[config.mk]
export PLATFORM = sky130hd
export DESIGN_NAME = burst_col_seq
export DESIGN_NICKNAME = d
export VERILOG_FILES = /design/src/rtl/burst_col_seq.sv
export SDC_FILE = /design/constraint.sdc
export NUM_CORES = 1
export LEC_CHECK = 0
export BUFFER_PORTS_ARGS = -buffer_cell sky130_fd_sc_hd__buf_2
export CAP_MARGIN = 20
export CELL_PAD_IN_SITES_DETAIL_PLACEMENT = 0
export CELL_PAD_IN_SITES_GLOBAL_PLACEMENT = 1
export CORE_MARGIN = 2
export CORE_UTILIZATION = 43
export CTS_CLUSTER_DIAMETER = 40
export DETAILED_ROUTE_END_ITERATION = 6
export HOLD_SLACK_MARGIN = 0.03
export PLACE_DENSITY = 0.82
export SYNTH_ARGS = -nofsm -noshare
export SYNTH_HDL_FRONTEND = slang
export SYNTH_SLANG_ARGS = --single-unit
[constraint.sdc]
create_clock -name clk -period 5.2 [get_ports clk]
set_input_delay 1.04 -clock clk [delete_from_list [all_inputs] [get_ports clk]]
set_output_delay 1.04 -clock clk [all_outputs]
set_load 0.05 [all_outputs]
[src/rtl/burst_col_seq.sv]
module burst_col_seq #(
  parameter int COL_W = 10
) (
  input  logic             clk,
  input  logic             rst_n,
  input  logic             start_i,
  input  logic [COL_W-1:0] col_i,
  input  logic [1:0]       len_code_i,
  input  logic             ilv_i,
  output logic [COL_W-1:0] col_o,
  output logic             beat_vld_o,
  output logic             beat_last_o,
  output logic             len_err_o
);
  localparam int OFF_W = 3;

  logic             act_q, ilv_q, err_q;
  logic [OFF_W-1:0] cnt_q, lim_q, off;
  logic [COL_W-1:0] base_q;
  logic             take, code_ok;
  logic [OFF_W-1:0] lim_d;

  assign code_ok = len_code_i != 2'b00;
  assign lim_d   = {len_code_i == 2'b11, len_code_i[1], 1'b1};
  assign take    = start_i && (!act_q || beat_last_o);

  assign off = ilv_q ? (base_q[OFF_W-1:0] ^ cnt_q) : (base_q[OFF_W-1:0] + cnt_q);

  assign col_o       = {base_q[COL_W-1:OFF_W], (base_q[OFF_W-1:0] & ~lim_q) | (off & lim_q)};
  assign beat_vld_o  = act_q;
  assign beat_last_o = act_q && (cnt_q == lim_q);
  assign len_err_o   = err_q;

  always_ff @(posedge clk or negedge rst_n) begin
    if (!rst_n) begin
      act_q  <= 1'b0;
      ilv_q  <= 1'b0;
      err_q  <= 1'b0;
      cnt_q  <= '0;
      lim_q  <= '0;
      base_q <= '0;
    end else begin
      err_q <= take && !code_ok;
      if (take && code_ok) begin
        act_q  <= 1'b1;
        ilv_q  <= ilv_i;
        cnt_q  <= '0;
        lim_q  <= lim_d;
        base_q <= col_i;
      end else if (beat_last_o) begin
        act_q <= 1'b0;
      end else if (act_q) begin
        cnt_q <= cnt_q + 1'b1;
      end
    end
  end
endmodule

-- Word level (Yosys, flattened, before mapping)
Cells that the tools add are included.
- flip-flop bits (word level): 19
- latch bits: 0
- memory bits (writable): 0
- memory bits (read-only): 0
- output and inout bits: 13
- memories kept: 0
- add/sub/neg operators: 2
- multipliers: 0
- div/mod/pow operators: 0
- magnitude comparators: 0
- eq/ne operators: 3
- shift-type cells: 0
- muxes and demuxes: 6
- bitwise gates (word level): 5
- reduce and logical (&&, ||, !) cells: 11
- operators with widths (kind ; number):
    $mux 3 ; 4
    $and 3x3->3 ; 2
    $reduce_bool 2->1 ; 3
    $logic_and 1x1->1 ; 4
    $add 3x1->3 const B ; 1
    $add 3x3->3 ; 1
    $eq 3x3->1 ; 1
    $not 3->3 ; 1
    $or 3x3->3 ; 1
    $xor 3x3->3 ; 1
    $eq 2x2->1 const B ; 1
    $logic_not 1->1 ; 2
    $mux 1 ; 2
    $ne 2x1->1 const B ; 1
    $reduce_and 2->1 ; 1
    $logic_or 1x1->1 ; 1

-- Logic depth before layout (Yosys ltp)
- word-level depth: 7
- gate-level depth with buffers: 6
- depth with buffers taken out: 6

-- Least setup slack after synthesis
Ideal clock, no wire load.
- path type: register -> output
- start point: reg cnt_q[0]
- end point: out col_o[2]
- data arrival time: 2140 ps
- setup slack: 2020 ps
- stages on the path, launching flop included: 7
- cell sequence: dfrtp_1 > ha_1 > fa_1 > nor2b_1 > xnor2_1 > nand2_1 > xnor2_1
- word-level cells in the longest chain between the ends: 4
- ends and longest elaborated chain (what ; RTL line ; source):
    start, declared ; 18 ; logic [OFF_W-1:0] cnt_q, lim_q, off;
    start signal, assigned ; 53 ; cnt_q <= cnt_q + 1'b1;
    $add 3x3->3 ; 27 ; assign off = ilv_q ? (base_q[OFF_W-1:0] ^ cnt_q) : (base_q[OFF_W-1:0] + cnt_q);
    $mux 3 ; 27 ;
    $and 3x3->3 ; 29 ; assign col_o = {base_q[COL_W-1:OFF_W], (base_q[OFF_W-1:0] & ~lim_q) | (off & lim_q)};
    $or 3x3->3 ; 29 ;
    end, declared ; 10 ; output logic [COL_W-1:0] col_o,
Every way passes these cells.

-- Worst setup path in the final report
Ends and elaborated chain as after synthesis.

==> results.md <==
CTS:
- The number of clock buffers added by TritonCTS is 3.
- The number of gates given a new drive strength after cts is 0.
- In this run the clock root is driven by a sky130_fd_sc_hd__clkbuf_4.
- The clock-pin transition on the worst setup and hold timing paths is 0.11 ns.
- The sink count of the clock tree is 19.
- The post-CTS setup repair buffer count is 0.
- After clock tree synthesis, the flow added hold-fix buffers numbering 0.
- The H-tree level count is 1.
- The TritonCTS clock tree is done.
- The clock insertion delay at the later pin of the skew report is 0.29 ns.
- No sink is reached through more buffers than the 2 on the longest clock path.

Yosys:
- The sequential fraction of the synthesis area is 46.3%.
- The synthesized area is between 1000 and 1500 um2.
- The number of different library cells used by synthesis comes to 27.
- The average instance in the mapped netlist occupies around 13 um2.
- Yosys printed 0 warnings.
- The post-synth net total is 99.
- In the synthesized netlist, the number of instances is 79.
- The register bit count reported by yosys is 19.

STA:
- The accumulated negative setup slack is 0 ns.
- The max-slew violation total from the final report is 0.
- The worst setup slack after layout is 2.09 ns.
- Setup repair after global routing left no endpoint under its margin.
- The total count of hold-check failures in the final report is 0.
- The worst-case headroom to the max-slew limit is 53.8%.
- The final critical path takes up 59.9% of the cycle.
- The largest clock skew in the final design is around 0.0054 ns.
- The maximum achievable frequency is 321 MHz.
- The worst path in the final design needs a cycle of just over 3 ns, including I/O delays and setup.
- The transition time at the pin with the least slew margin is 0.685 ns.
- Setup violations remaining at the end of the flow were counted as 0.

Min path:
- The path category of the worst min-delay check is reg -> reg.

Floorplanning:
- The height of the die is 52.9 um.
- The die boundary width is 52.9 um.
- The die covers around 2800 um2.
- The floorplan has 17 rows.
- Once the floorplan was initialized, standard cells occupied between 40% and 50% of the core.
- The total area inside the core boundary comes to 2230 um2.
- During I/O placement, the number of pins put on the boundary was 29.

Global route:
- Entering global routing, the biggest net connects 20 pins.
- The number of antenna violations at the first check in global routing was 0.
- Global routing finished with a remaining overflow of 0.
- The via count of the first global-routing pass is 650.
- Global routing used 14.4% of the available tracks across all layers.
- The first-pass GRT wire length is just under 3000 um.

Layout:
- Leaving out fill and tap cells, the most frequent cell in the layout is sky130_fd_sc_hd__buf_2.
- The area overhead of the layout relative to synthesis is 12.5%.
- In the layout the commonest cells are sky130_fd_sc_hd__buf_2 (28), sky130_fd_sc_hd__dfrtp_1 (19), sky130_fd_sc_hd__mux2_4 (8), sky130_fd_sc_hd__mux2_2 (4), sky130_fd_sc_hd__nand2_1 (4).
- Summing all multi-input logic gate instances after layout gives 468 um2.
- The final standard cell utilization of the core is 51.8%.
- The final-stage net count is 124.
- After routing the design area is approximately 1200 um2.
- The fraction of layout instances using a drive strength above 1 is between 40% and 50%.
- 0 antenna diodes ended up in the layout.
- In the final layout, flip-flops and latches occupy 475 um2.
- The number of fill cells is 215.

Setup path:
- The type of the setup path with the least slack is reg -> out.
- The kind of end point of the critical path is a primary output.
- The worst register-to-register path has a setup slack of 3.56 ns.
- The largest fanout of any net on the critical path is 5.
- Data on the critical path arrives at its endpoint at between 2 and 2.5 ns.
- At the worst endpoint, the required time is 4.16 ns.
- The startpoint class of the critical path is a register.

Routing:
- Summed over all layers, the routed wires come to 1640 um.
- The detail-routed via count per cell is 4.90.
- The routed layout has 642 vias.
- The detailed router's first-iteration violation count is 8.
- Dividing the detail-routed wire length by the instance count gives between 10 and 15 um.
- The final antenna-violating net count is 0.
- After detailed routing, the number of remaining DRC violations is 0.
- The number of optimization iterations in the first detailed-route pass is 4.

Placement:
- The count of buffers from port buffering is 28.
- The post-detailed-placement cell area is 1130 um2.
- At the end of routability-driven placement, the weighted congestion stood at 0.733.
- The post-detailed-placement half-perimeter wirelength is 1210 um.
- Timing analysis after detailed placement gives a worst setup slack of about 2.4 ns.

Run:
- The tool flagged a number of max-cap violations equal to 0.

Status:
- The flow ran to the end, and the final reports show no timing, DRC or antenna violations.
[layer usage]
metal	up-vias	share of wire (%)	global-route usage, %
met5	-	0	0
li1	315	-	-
met4	0	0	6.41
met2	18	47	24.2
met1	309	48	18.0
met3	0	5.0	2.82
[per-stage QoR]
step / hold slack [ns] / instances
2_1_floorplan: 0.481 / 79
3_3_place_gp: 0.485 / 127
3_5_place_dp: 0.489 / 127
4_1_cts: 0.516 / 131
5_1_grt: 0.530 / 131
6_report: 0.511 / 131
[state kept, by name, indices dropped and copies added, names as in the netlist]
name,count
base_q,10
beat_vld_o,1
cnt_q,3
ilv_q,1
len_err_o,1
lim_q,3
[worst max-delay path, cell delays in order, from the launching register on]
cell and delay, ns:
sky130_fd_sc_hd__dfrtp_1 0.45, sky130_fd_sc_hd__ha_1 0.24, sky130_fd_sc_hd__fa_1 0.35, sky130_fd_sc_hd__nor2b_1 0.15, sky130_fd_sc_hd__xnor2_1 0.12, sky130_fd_sc_hd__nand2_1 0.08
sky130_fd_sc_hd__xnor2_1 0.12, sky130_fd_sc_hd__buf_2 0.27
[cells by family after synthesis]
family / share of synthesized area (%)
adders and majority gates: 5.60
muxes: 19.0
AOI/OAI and AO/OA: 6.94
DFF: 46.3
and+or+nand+nor: 8.28
buffers and inverters: 8.16
xor gates and xnor gates: 5.73
[Yosys cell counts]
library cell | count | area share [%]
sky130_fd_sc_hd__dfrtp_1 | 19 | 46
sky130_fd_sc_hd__mux2_4 | 8 | 12
sky130_fd_sc_hd__buf_4 | 7 | 5.1
sky130_fd_sc_hd__mux2_2 | 4 | 4.4
sky130_fd_sc_hd__nand2_1 | 4 | 1.5
sky130_fd_sc_hd__ha_1 | 3 | 3.7
sky130_fd_sc_hd__inv_1 | 3 | 1.1
sky130_fd_sc_hd__mux2i_1 | 3 | 2.9
sky130_fd_sc_hd__nand3_1 | 3 | 1.5
sky130_fd_sc_hd__o21ai_0 | 3 | 1.5
sky130_fd_sc_hd__xnor2_1 | 3 | 2.6
sky130_fd_sc_hd__a21oi_1 | 2 | 0.97
sky130_fd_sc_hd__and3_1 | 2 | 1.2
sky130_fd_sc_hd__xnor2_2 | 2 | 3.2
sky130_fd_sc_hd__a21o_1 | 1 | 0.73
sky130_fd_sc_hd__a22o_1 | 1 | 0.85
sky130_fd_sc_hd__a31o_4 | 1 | 1.7
sky130_fd_sc_hd__a31oi_1 | 1 | 0.61
sky130_fd_sc_hd__buf_12 | 1 | 1.9
sky130_fd_sc_hd__fa_1 | 1 | 1.9
sky130_fd_sc_hd__nand2b_1 | 1 | 0.61
sky130_fd_sc_hd__nand2b_4 | 1 | 1.3
sky130_fd_sc_hd__nor2_1 | 1 | 0.37
sky130_fd_sc_hd__nor2b_1 | 1 | 0.61
sky130_fd_sc_hd__nor3_1 | 1 | 0.49
sky130_fd_sc_hd__nor3b_1 | 1 | 0.73
sky130_fd_sc_hd__o22ai_1 | 1 | 0.61
[worst paths after layout]
kind,start,end,cells after the start
hold / removal,base_q[6],base_q[6],1
setup reg to reg,cnt_q[1],base_q[4],4
setup / recovery,cnt_q[0],col_o[2],7
hold reg to reg,base_q[6],base_q[6],1
min in group asynchronous,rst_n,base_q[5],1
max in group asynchronous,rst_n,ilv_q,1
[cell type report]
class                   count  area share, %
flip-flops and latches     19           41.1
clock buffers               4           2.27
inverters                   3          0.974
repair buffers             28           12.1
well taps                  28           3.03
multi-input cells          49           40.5
Power is left out: the tool's default activity adds up to more than one toggle a clock period on the data nets, which glitch-free logic cannot reach.
